--- src/rtl/sar_rd_pkg.sv ---
package sar_rd_pkg;

    localparam int RES_W      = 12;
    localparam int FRAME_FULL = 16;
    localparam int NB_W       = 4;
    localparam int CNT_W      = 5;

    typedef enum logic [1:0] {
        ST_SETTLE,
        ST_IDLE,
        ST_FRAME,
        ST_GAP
    } seq_state_e;

    typedef struct packed {
        logic [RES_W-1:0] data;
        logic [NB_W-1:0]  nbits;
    } sar_result_t;

    // Map any request code to a legal resolution: 1..11 stays, others mean full.
    function automatic logic [NB_W-1:0] clamp_bits(input logic [NB_W-1:0] req);
        if (req == '0 || req > NB_W'(RES_W))
            return NB_W'(RES_W);
        return req;
    endfunction

    // Serial clocks needed for a resolution: null bit plus data, full frame at 12.
    function automatic logic [CNT_W-1:0] frame_clks(input logic [NB_W-1:0] nb);
        if (nb == NB_W'(RES_W))
            return CNT_W'(FRAME_FULL);
        return CNT_W'(nb) + CNT_W'(1);
    endfunction

endpackage

--- src/rtl/sar_rd_tick.sv ---
module sar_rd_tick #(
    parameter int DIV = 16
) (
    input  logic clk,
    input  logic rst,
    input  logic run_i,
    output logic tick_o
);
    localparam int W = (DIV > 1) ? $clog2(DIV) : 1;
    localparam logic [W-1:0] LAST = W'(DIV - 1);

    logic [W-1:0] cnt_q;

    assign tick_o = run_i && (cnt_q == LAST);

    always_ff @(posedge clk) begin
        if (rst || !run_i)
            cnt_q <= '0;
        else if (tick_o)
            cnt_q <= '0;
        else
            cnt_q <= cnt_q + W'(1);
    end
endmodule

--- src/rtl/sar_rd_seq.sv ---
module sar_rd_seq
    import sar_rd_pkg::*;
#(
    parameter int SETTLE_CYCLES = 250000,
    parameter int CS_GAP        = 64
) (
    input  logic             clk,
    input  logic             rst,
    input  logic             start_i,
    input  logic [NB_W-1:0]  nbits_i,
    input  logic             tick_i,
    output logic             run_o,
    output logic             cs_n_o,
    output logic             sclk_o,
    output logic             sample_o,
    output logic [CNT_W-1:0] sample_idx_o,
    output logic             frame_start_o,
    output logic             frame_done_o,
    output logic             dummy_o,
    output logic             busy_o,
    output logic             ready_o,
    output logic [NB_W-1:0]  nbits_o
);
    localparam int WAIT_MAX = (SETTLE_CYCLES > CS_GAP) ? SETTLE_CYCLES : CS_GAP;
    localparam int WAIT_W   = $clog2(WAIT_MAX + 1);
    localparam logic [WAIT_W-1:0] SETTLE_LAST = WAIT_W'(SETTLE_CYCLES - 1);
    localparam logic [WAIT_W-1:0] GAP_LAST    = WAIT_W'(CS_GAP - 1);

    seq_state_e       state_q;
    logic [WAIT_W-1:0] wait_q;
    logic [CNT_W-1:0] edges_q;
    logic             sclk_q;
    logic             cs_n_q;
    logic             dummy_q;
    logic             ready_q;
    logic [NB_W-1:0]  nb_q;

    logic in_frame;
    logic last_edge;
    logic settle_end;
    logic user_start;

    assign in_frame   = (state_q == ST_FRAME);
    assign last_edge  = (edges_q == frame_clks(nb_q));
    assign settle_end = (state_q == ST_SETTLE) && (wait_q == SETTLE_LAST);
    assign user_start = (state_q == ST_IDLE) && start_i;

    assign frame_start_o = settle_end || user_start;
    assign sample_o      = in_frame && tick_i && !sclk_q;
    assign frame_done_o  = in_frame && tick_i && sclk_q && last_edge;
    assign sample_idx_o  = edges_q + CNT_W'(1);
    assign run_o         = in_frame;
    assign cs_n_o        = cs_n_q;
    assign sclk_o        = sclk_q;
    assign dummy_o       = dummy_q;
    assign busy_o        = (state_q != ST_IDLE);
    assign ready_o       = ready_q;
    assign nbits_o       = nb_q;

    always_ff @(posedge clk) begin
        if (rst) begin
            state_q <= ST_SETTLE;
            wait_q  <= '0;
            edges_q <= '0;
            sclk_q  <= 1'b1;
            cs_n_q  <= 1'b1;
            dummy_q <= 1'b0;
            ready_q <= 1'b0;
            nb_q    <= NB_W'(RES_W);
        end else begin
            unique case (state_q)
                ST_SETTLE: begin
                    if (settle_end) begin
                        state_q <= ST_FRAME;
                        cs_n_q  <= 1'b0;
                        dummy_q <= 1'b1;
                        nb_q    <= NB_W'(RES_W);
                        edges_q <= '0;
                    end else begin
                        wait_q <= wait_q + WAIT_W'(1);
                    end
                end
                ST_IDLE: begin
                    if (start_i) begin
                        state_q <= ST_FRAME;
                        cs_n_q  <= 1'b0;
                        dummy_q <= 1'b0;
                        nb_q    <= clamp_bits(nbits_i);
                        edges_q <= '0;
                    end
                end
                ST_FRAME: begin
                    if (tick_i) begin
                        if (sclk_q) begin
                            if (last_edge) begin
                                cs_n_q  <= 1'b1;
                                state_q <= ST_GAP;
                                wait_q  <= '0;
                            end else begin
                                sclk_q <= 1'b0;
                            end
                        end else begin
                            sclk_q  <= 1'b1;
                            edges_q <= edges_q + CNT_W'(1);
                        end
                    end
                end
                ST_GAP: begin
                    if (wait_q == GAP_LAST) begin
                        state_q <= ST_IDLE;
                        ready_q <= 1'b1;
                        dummy_q <= 1'b0;
                    end else begin
                        wait_q <= wait_q + WAIT_W'(1);
                    end
                end
                default: state_q <= ST_SETTLE;
            endcase
        end
    end
endmodule

--- src/rtl/sar_rd_capture.sv ---
module sar_rd_capture
    import sar_rd_pkg::*;
(
    input  logic             clk,
    input  logic             rst,
    input  logic             frame_start_i,
    input  logic             sample_i,
    input  logic [CNT_W-1:0] sample_idx_i,
    input  logic             dout_i,
    input  logic             frame_done_i,
    input  logic             dummy_i,
    input  logic [NB_W-1:0]  nbits_i,
    output logic             valid_o,
    output sar_result_t      res_o
);
    logic [RES_W-1:0] shift_q;

    // Result bit b takes the sample from rising edge RES_W+1-b; edge 1 is the null bit.
    always_ff @(posedge clk) begin
        if (rst) begin
            shift_q <= '0;
        end else if (frame_start_i) begin
            shift_q <= '0;
        end else if (sample_i) begin
            for (int b = 0; b < RES_W; b++) begin
                if (sample_idx_i == CNT_W'(RES_W + 1 - b))
                    shift_q[b] <= dout_i;
            end
        end
    end

    always_ff @(posedge clk) begin
        if (rst) begin
            valid_o <= 1'b0;
            res_o   <= '0;
        end else begin
            valid_o <= frame_done_i && !dummy_i;
            if (frame_done_i && !dummy_i) begin
                res_o.data  <= shift_q;
                res_o.nbits <= nbits_i;
            end
        end
    end
endmodule

--- src/rtl/sar_rd_ctrl.sv ---
module sar_rd_ctrl
    import sar_rd_pkg::*;
#(
    parameter int SYS_CLK_HZ = 100_000_000,
    parameter int SETTLE_US  = 2500,
    parameter int SCLK_DIV   = 16,
    parameter int CS_GAP     = 64
) (
    input  logic             clk,
    input  logic             rst,
    input  logic             start_i,
    input  logic [NB_W-1:0]  nbits_i,
    output logic             busy_o,
    output logic             ready_o,
    output logic             res_valid_o,
    output logic [RES_W-1:0] res_data_o,
    output logic [NB_W-1:0]  res_nbits_o,
    output logic             adc_cs_n_o,
    output logic             adc_sclk_o,
    input  logic             adc_dout_i
);
    localparam int SETTLE_RAW    = (SYS_CLK_HZ / 1_000_000) * SETTLE_US;
    localparam int SETTLE_CYCLES = (SETTLE_RAW > 0) ? SETTLE_RAW : 1;

    logic             run;
    logic             tick;
    logic             sample;
    logic [CNT_W-1:0] sample_idx;
    logic             frame_start;
    logic             frame_done;
    logic             dummy;
    logic [NB_W-1:0]  frame_nbits;
    sar_result_t      result;

    sar_rd_tick #(.DIV(SCLK_DIV)) u_tick (
        .clk    (clk),
        .rst    (rst),
        .run_i  (run),
        .tick_o (tick)
    );

    sar_rd_seq #(
        .SETTLE_CYCLES (SETTLE_CYCLES),
        .CS_GAP        (CS_GAP)
    ) u_seq (
        .clk           (clk),
        .rst           (rst),
        .start_i       (start_i),
        .nbits_i       (nbits_i),
        .tick_i        (tick),
        .run_o         (run),
        .cs_n_o        (adc_cs_n_o),
        .sclk_o        (adc_sclk_o),
        .sample_o      (sample),
        .sample_idx_o  (sample_idx),
        .frame_start_o (frame_start),
        .frame_done_o  (frame_done),
        .dummy_o       (dummy),
        .busy_o        (busy_o),
        .ready_o       (ready_o),
        .nbits_o       (frame_nbits)
    );

    sar_rd_capture u_cap (
        .clk           (clk),
        .rst           (rst),
        .frame_start_i (frame_start),
        .sample_i      (sample),
        .sample_idx_i  (sample_idx),
        .dout_i        (adc_dout_i),
        .frame_done_i  (frame_done),
        .dummy_i       (dummy),
        .nbits_i       (frame_nbits),
        .valid_o       (res_valid_o),
        .res_o         (result)
    );

    assign res_data_o  = result.data;
    assign res_nbits_o = result.nbits;
endmodule

--- config.mk ---
export PLATFORM = sky130hd
export DESIGN_NAME = sar_rd_ctrl
export DESIGN_NICKNAME = d
export VERILOG_FILES = /design/src/rtl/sar_rd_pkg.sv /design/src/rtl/sar_rd_tick.sv /design/src/rtl/sar_rd_seq.sv /design/src/rtl/sar_rd_capture.sv /design/src/rtl/sar_rd_ctrl.sv
export SDC_FILE = /design/constraint.sdc
export NUM_CORES = 1
export LEC_CHECK = 0
export CAP_MARGIN = 25
export CORE_MARGIN = 1
export CORE_UTILIZATION = 48
export CTS_CLUSTER_DIAMETER = 150
export CTS_CLUSTER_SIZE = 30
export DETAILED_ROUTE_END_ITERATION = 7
export DONT_BUFFER_PORTS = 1
export PLACE_DENSITY_LB_ADDON = 0.25
export SLEW_MARGIN = 25
export SYNTH_ARGS = -nofsm -noshare
export SYNTH_HDL_FRONTEND = slang
export SYNTH_SLANG_ARGS = --single-unit
--- constraint.sdc ---
create_clock -name clk -period 5.1 [get_ports clk]
set_clock_uncertainty 0.05 [all_clocks]
set_input_delay 0.765 -clock clk [delete_from_list [all_inputs] [get_ports clk]]
set_output_delay 0.765 -clock clk [all_outputs]
set_load 0.05 [all_outputs]
==> summary.md <==
| Metric | Value |
|---|---|
| Fillers | `680` |
| Tot Pwr | `1.324 mW` |
| Setup TNS | `0 ns` |
| Num CTS Buffers | `9` |
| Slew at the pin closest to its max-slew limit | `0.8018 ns` |
| Vias per std cell | `5.821` |
| Pwr/cell area | `368.7 mW/mm²` |
| DR pass1 iterations | `4` |
| Total Routing Usage GR | `22.04%` |
| Yosys reg bits | `66` |
| Clock latency on the worst-skew pair | `0.34 ns` |
| Final setup viols | `0` |
| Die Ht | `86.25 µm` |
| DP HPWL | `5.257 mm` |
| DRC violation count after routing | `0` |
| Vias in the first global route | `2705` |
| Count leader, synth | `dfxtp_1` |
| Unrepaired setup endpoints after global routing | `no` |
| Die Span X | `86.25 µm` |
| Netlist Area Pre-Place | `0.003407 mm²` |
| Compound-Gate Fraction of Synth Area | `16.64%` |
| Hold Crit Class | `reg -> reg` |
| Simple-gate share of the synthesized area | `26.63%` |
| Seq pwr share | `45.1%` |
| Final period util | `55.87%` |
| Top cell type's share of synthesized area | `38.78%` |
| Mapped Avg Cell Area | `8.496 µm²` |
| Post-CTS setup repair buffer count | `0` |
| Most instantiated cells after synthesis | `dfxtp_1 (66), nand2_1 (43), a21oi_1 (37), nor2_1 (37), nand3_1 (26)` |
| Synthesis Warnings | `0` |
| Clock network power share | `28.2%` |
| Clock transition at path regs | `0.08 ns` |
| Layout cell share with drive strength beyond 1 | `7.323%` |
| Outcome | `complete, no violations` |
| CP max FO | `23` |
| CTS tree | `done` |
| Slew HR | `46.55%` |
| # H-tree levels | `3` |
| Fmax | `350.9 MHz` |
| Largest family of logic cells by synthesized area | `simple AND/OR/NAND/NOR gates` |
| Final wirelength | `7.437 mm` |
| Largest net degree at the start of global routing | `39` |
| Top_reg_cell synth | `dfxtp_1` |
| Rows | `30` |
| Leak pwr | `1.341 nW` |
| Port bufs | `0` |
| Syn Inst Count | `401` |
| Multiplexer share of the synthesized area | `5.031%` |
| Cts hold-fix bufs | `0` |
| XOR/XNOR Fraction of Synth Area | `2.864%` |
| Core Region | `0.006832 mm²` |
| Hold Vio Cnt, Final | `0` |
| Pint | `0.8228 mW` |
| Sequential area share after synthesis | `38.78%` |
| Startpoint Class | `flop` |
| Final Non-Filler Cells | `492` |
| Yosys top cell by area | `dfxtp_1` |
| Cell count after placement | `477` |
| Net Count, Synth | `424` |
| Critical path type | `reg -> reg` |
| Post-synth EDFFs | `0` |
| N_diodes | `0` |
| Root Driver | `clkbuf_8` |
| Max Cap Violations | `0` |
| CP endpoint kind | `flop` |
| Fin. max-slew vios | `0` |
| Clock sinks | `66` |
| Min cycle time layout | `2.849 ns` |
| Drt wl/cell | `15.12 µm` |
| Synth top area cells | `dfxtp_1 (39%), ha_1 (5.5%), a21oi_1 (5.4%)` |
| Antenna violations before repair | `0` |
| IO Count | `29` |
| Initial DRC Count | `148` |
| GRT overflow | `0` |
| Post-cts sizing count | `0` |
| Nets | `415` |
| Area grow syn2layout | `5.398%` |
| Arrival time at the worst endpoint | `3.07 ns` |
| Post-Synth Adder-Cell Area | `5.509%` |
| Vias | `2864` |
| Switch share | `37.85%` |
| Placer Congestion | `0.8488` |
| Die area | `0.007439 mm²` |
| Distinct cells, synth | `52` |
| Final antenna-violating net count | `0` |
| Global-route wire length before repair | `12.88 mm` |
| Comb pwr share | `26.7%` |
| Ys async rst share | `0%` |
| Bufs on Longest Clock Path | `2` |
| Starting Density | `49.87%` |
| Max IR drop VDD | `0.0002552 V` |
| P_sw | `0.5011 mW` |
| Data required, critical path | `5.32 ns` |
sequential cells by signal, indices dropped and copies added, names as in the netlist, 2 cells and up:
| signal | flops |
|---|---|
| u_seq.nbits_o | 4 |
| u_cap.shift_q | 12 |
| u_seq.edges_q | 5 |
| u_seq.state_q | 2 |
| u_seq.wait_q | 18 |
| u_cap.res_o | 16 |
| u_tick.cnt_q | 4 |
metal layers:
| layer | vias up | track usage, % | wire length (µm) |
|---|---|---|---|
| li1 | 1438 | - | - |
| met1 | 1349 | 28.50 | 3603 |
| met2 | 70 | 35.35 | 3358 |
| met3 | 7 | 7.048 | 403 |
| met4 | 0 | 6.212 | 72 |
| met5 | - | 0 | 0 |
critical path: stages (launching register included):
cell	delay, ns
dfxtp_1	0.35
inv_1	0.13
ha_1	0.41
nand4_1	0.22
o22ai_1	0.33
inv_1	0.07
a211o_1	0.49
or4_1	0.56
a21oi_1	0.16
power by group through the flow:
stage          Sequential (mW)  Clock [mW]  Combinational (mW)
3_5_place_dp             0.610           0               0.347
3_3_place_gp             0.608           0               0.341
5_1_grt                  0.604       0.411               0.398
2_1_floorplan            0.587           0               0.317
6_report                 0.597       0.373               0.354
4_1_cts                  0.597       0.379               0.350
cell families (layout without fill, tap and decap cells):
| group | after synthesis | after routing |
|---|---|---|
| buf+inv | 35 | 30 |
| mux | 17 | 17 |
| compound gates | 86 | 86 |
| simple gates | 173 | 173 |
| flops | 66 | 66 |
| fa+ha+maj | 15 | 15 |
| xor+xnor | 9 | 9 |
worst paths after layout:
kind	from	to	slack, ns	cells past startpoint
worst max register to register	u_seq.state_q[0]	u_seq.wait_q[9]	2.25	8
worst max-delay path	u_seq.state_q[0]	u_seq.wait_q[9]	2.25	8
worst min-delay path	u_tick.cnt_q[0]	u_tick.cnt_q[0]	0.40	1
worst min register to register	u_tick.cnt_q[0]	u_tick.cnt_q[0]	0.40	1
layout make-up:
class                      count  area, µm²  area share, %
clock buffer                   9      123.9          3.449
clock inverter                 6      35.03         0.9756
inverter                      14      52.55          1.463
multi-input combinational    300       1931          53.76
sequential                    66       1321          36.79
tap                           96      120.1          3.345
timing repair buffer           1      7.507         0.2091
metrics by stage:
step | cell area (µm²) | util, % | setup WS [ns] | hold slack [ns]
6_report | 3591 | 52.56 | 2.251 | 0.4039
5_1_grt | 3591 | 52.56 | 1.863 | 0.4113
4_1_cts | 3591 | 52.56 | 2.308 | 0.4044
3_5_place_dp | 3432 | 50.24 | 2.347 | 0.3941
3_3_place_gp | 3432 | 50.24 | 2.467 | 0.3797
2_1_floorplan | 3407 | - | 2.871 | 0.3675
layout by cell type, fill, tap and decap left out, drive strengths merged, types with 5 or more instances in the layout:
master | netlist | layout
nand2 | 43 | 43
nand4 | 14 | 14
xor2 | 5 | 5
or4 | 13 | 13
clkbuf | 12 | 9
nor2 | 37 | 37
o31ai | 13 | 13
a31oi | 7 | 7
o21ai | 10 | 10
mux2i | 16 | 16
and4 | 6 | 6
a21oi | 38 | 38
nand3 | 26 | 26
nor3 | 9 | 9
inv | 14 | 14
ha | 15 | 15
or3 | 5 | 5
and3 | 7 | 7
dfxtp | 66 | 66
Note: power is estimated with default switching activity, not from simulation.
